==> config.mk <==
export PLATFORM = sky130hd
export DESIGN_NAME = pci_cfg_status
export DESIGN_NICKNAME = d
export VERILOG_FILES = /design/src/rtl/pci_cfg_status.sv
export SDC_FILE = /design/constraint.sdc
export NUM_CORES = 1
export LEC_CHECK = 0
export ABC_AREA = 1
export BUFFER_PORTS_ARGS = -buffer_cell sky130_fd_sc_hd__buf_4
export CELL_PAD_IN_SITES_DETAIL_PLACEMENT = 0
export CELL_PAD_IN_SITES_GLOBAL_PLACEMENT = 2
export CORE_ASPECT_RATIO = 0.8
export CORE_MARGIN = 10
export CORE_UTILIZATION = 12
export CTS_CLUSTER_SIZE = 30
export DETAILED_ROUTE_END_ITERATION = 8
export PLACE_DENSITY_LB_ADDON = 0.1
export SYNTH_ARGS = -nofsm -noshare
export SYNTH_HDL_FRONTEND = slang
export SYNTH_SLANG_ARGS = --single-unit
==> constraint.sdc <==
create_clock -name clk -period 0.8 [get_ports clk]
set_input_delay 0.04 -clock clk [delete_from_list [all_inputs] [get_ports clk]]
set_output_delay 0.04 -clock clk [all_outputs]
set_load 0.05 [all_outputs]
==> src/rtl/pci_cfg_status.sv <==
module pci_cfg_status #(
  parameter logic [1:0] DEVSEL_CODE = 2'b01
) (
  input  logic        clk,
  input  logic        rst_n,
  input  logic        ev_par_det,
  input  logic        ev_serr_sig,
  input  logic        ev_mabort_rcv,
  input  logic        ev_tabort_rcv,
  input  logic        ev_tabort_sig,
  input  logic        ev_perr_seen,
  input  logic        master_act,
  input  logic        perr_resp_en,
  input  logic        strap_fbb,
  input  logic        strap_pm,
  input  logic        wr_en,
  input  logic [1:0]  wr_be,
  input  logic [15:0] wr_data,
  output logic [15:0] rd_data
);

  // flag order: [5]=b15 [4]=b14 [3]=b13 [2]=b12 [1]=b11 [0]=b8
  logic [5:0] flag_q;
  logic [5:0] set_v;
  logic [5:0] clr_v;
  logic       dpar_hit;

  assign dpar_hit = ev_perr_seen & master_act & perr_resp_en;
  assign set_v    = {ev_par_det, ev_serr_sig, ev_mabort_rcv,
                     ev_tabort_rcv, ev_tabort_sig, dpar_hit};
  assign clr_v    = (wr_en && wr_be[1]) ? {wr_data[15:11], wr_data[8]} : 6'b0;

  always_ff @(posedge clk or negedge rst_n) begin
    if (!rst_n) flag_q <= '0;
    else        flag_q <= set_v | (flag_q & ~clr_v);
  end

  assign rd_data = {flag_q[5:1], DEVSEL_CODE, flag_q[0],
                    strap_fbb, 2'b00, strap_pm, 4'b0000};


  par_set_chk: assert property (@(posedge clk) disable iff (!rst_n)
    ev_par_det |=> rd_data[15]);


  set_wins_chk: assert property (@(posedge clk) disable iff (!rst_n)
    (ev_mabort_rcv && wr_en && wr_be[1] && wr_data[13]) |=> rd_data[13]);


  w1c_chk: assert property (@(posedge clk) disable iff (!rst_n)
    (wr_en && wr_be[1] && wr_data[14] && !ev_serr_sig) |=> !rd_data[14]);


  be_hold_chk: assert property (@(posedge clk) disable iff (!rst_n)
    (rd_data[12] && !(wr_en && wr_be[1])) |=> rd_data[12]);


  dpar_qual_chk: assert property (@(posedge clk) disable iff (!rst_n)
    (!rd_data[8] && !(ev_perr_seen && master_act && perr_resp_en)) |=> !rd_data[8]);


  no_wr_set_chk: assert property (@(posedge clk) disable iff (!rst_n)
    (!rd_data[11] && !ev_tabort_sig) |=> !rd_data[11]);

endmodule

==> run metrics <==
crit path max fanout=2; Pins Over Slew Limit=0; critical path startpoint category=flip-flop; clock root buffer master=clkbuf_4; flop2flop setup slack=around 0.18 ns; Crit path max-delay family=flip-flops; status=finished with violations; worst hold path class=input port to flip-flop; Placer Congestion=roughly 0.61; Post-Synth Simple-Gate Area=24.2%; register area share after synthesis=45.3%; clock buffers created by TritonCTS=3; Synth Cell Area=332 um^2; sw frac=35.0%; post-synth top area share=45.3%; post-synthesis xor/xnor area fraction=0%; # setup viols final=6; kind of critical path=flip-flop to output pin; GRT Overall Usage=under 10%; min cycle time layout=about 0.85 ns; CP arrival=0.81 ns; max reg flops=6; clock-pin slew on the worst setup and hold paths=0.05 ns; Die ar.=between 0.005 and 0.006 mm^2; via count=340; mean area per synthesized cell=roughly 7.9 um^2; CTS tree=built; Rows=16; CP bufs+invs=1; DR pass1 iterations=2; post-route setup slack=-0.0466 ns; Starting Density=approximately an eighth; Psw=337 uW; most common cell after layout, fill and taps aside=buf_4; Max Cap Viol=0; RSZ-0062 raised after global routing=yes; synthesis-to-finish area growth=83.8%; Antenna diodes=0; final WL=1.10 mm; clock share of power=28.8%; total clock sinks=6; Tot Pwr=962 uW; fin crit share=106%; Largest Register=flag_q; Die Y=67.0 um; combinational group share of total power=roughly 35%; hold slack final=0.0268 ns; Final #Nets=around 100; total core area=~0.0025 mm^2; largest family of logic cells by synthesized area=buffers and inverters; Residual DRC=0; most frequent cells in the layout=buf_4, nand2_1, conb_1; post-synthesis mux area share=0%; post-synthesis compound-gate area fraction=0%; peak per-stage delay on the critical path=0.41 ns; Via density=3.21; Netlist cell types=6; Pwr Density=1580 mW/mm^2; PortBufs=23; Regs by FF count=flag_q x6; largest cells by area after synthesis=dfrtp_1, buf_4, nand2_1; hold endpoint=flag_q[0]; clk_skew=0 ns; area leader, netlist=dfrtp_1; Pint=625 uW; DR iter-0 viols=6; Slowest-stage cell, CP=dfrtp_2; vias in the first global route=around 400; Final Hold Vio Count=0; reg-to-reg endpoint=flag_q[4]; routed length per instance=around 10 um; reg-to-reg critical path startpoint=flag_q[4]; I/O pin cnt=47; initial antenna violation count=0; R2R cell count=2; Final Non-Filler Cells=106; largest net degree at the start of global routing=7; layout cells sized above 1=45.7%; Inst Count DP=97; failing checks=negative setup slack; Fin Setup TNS=-0.233 ns; VDD IR max=582 uV; Post-CTS Setup Inserts=0; WHS Path Cells=3; Longest Clk Path Bufs=2; Hold Startpoint=master_act; clk_lat worst skew=between 0.2 and 0.25 ns; P_leak=0.000316 uW; post-route ant nets=0; CTS H-tree lvls=1; Synth warnings=0; fmax=1180 MHz; synthesized flop and latch total=6; Post-DP HPWL=929 um; grt ovf=0; first-pass GRT wire length=1.73 mm; worst slack, placed=0.187 ns; Adder-Cell Fraction of Synth Area=0%; crit path cell chain=buf_6; DIE WIDTH=78.8 um; Post-Syn Instances=42; type of destination of the critical path=output pin; Req. time, crit path=0.76 ns; Flop pwr share=35.9%
## per-stage QoR
stage | area [um^2] | util, %
after floorplan | 362 | -
after global placement | 504 | 19.8
after detailed placement | 504 | 19.8
after CTS | 609 | 24.0
after global routing | 609 | 24.0
final | 609 | 24.0
## area by class of cell
cell class	count	area [um^2]
well taps	36	45.0
inverters	5	18.8
clock buffers	3	22.5
multi-input cells	27	110
fillers	307	1930
flip-flops and latches	6	158
repair buffers	29	255
## worst max path at each step
stage                     slack, ns      start          end  cells after the start
after floorplan                0.05  flag_q[0]    flag_q[0]                      2
final                         -0.05  flag_q[4]  rd_data[14]                      1
after global routing          -0.08  flag_q[4]  rd_data[14]                      1
after detailed placement       0.19  flag_q[0]   rd_data[8]                      1
after CTS                     -0.05  flag_q[1]  rd_data[11]                      1
after global placement         0.18  flag_q[4]    flag_q[4]                      2
## worst reg2reg max path, cell delays in order, from the launching register on
cell	delay, ns
dfrtp_2	0.41
nand2_1	0.07
nand2_1	0.04
## power groups by stage
stage / logic, uW / clock network [uW] / registers (uW)
floorplan: 168 / 0 / 420
global placement: 307 / 0 / 345
detailed placement: 307 / 0 / 345
CTS: 343 / 291 / 346
global route: 362 / 320 / 348
finish: 340 / 277 / 345
## synthesized netlist by cell type
| master | number |
|---|---|
| nand2_1 | 12 |
| buf_4 | 10 |
| nand3_1 | 7 |
| dfrtp_1 | 6 |
| inv_1 | 5 |
| conb_1 | 2 |
## logic make-up (layout without fill, tap and decap cells)
group | Yosys count | after routing
simple gates | 19 | 19
other cells | 2 | 8
flops | 6 | 6
buf+inv | 15 | 37
## metal layers
metal	global-route usage (%)	vias up	wire [um]
li1	-	165	-
met1	3.51	155	366
met2	7.58	20	578
met3	4.69	0	159
met4	0.670	0	0
met5	0	-	0
## repair_timing
item | CTS | global route
endpoints found under the setup margin | 6 | 6
endpoints found under the hold margin | 11 | 0
hold buffers | 6 | 0
resized for setup | 6 | 0
Note: power is estimated with default switching activity, not from simulation.
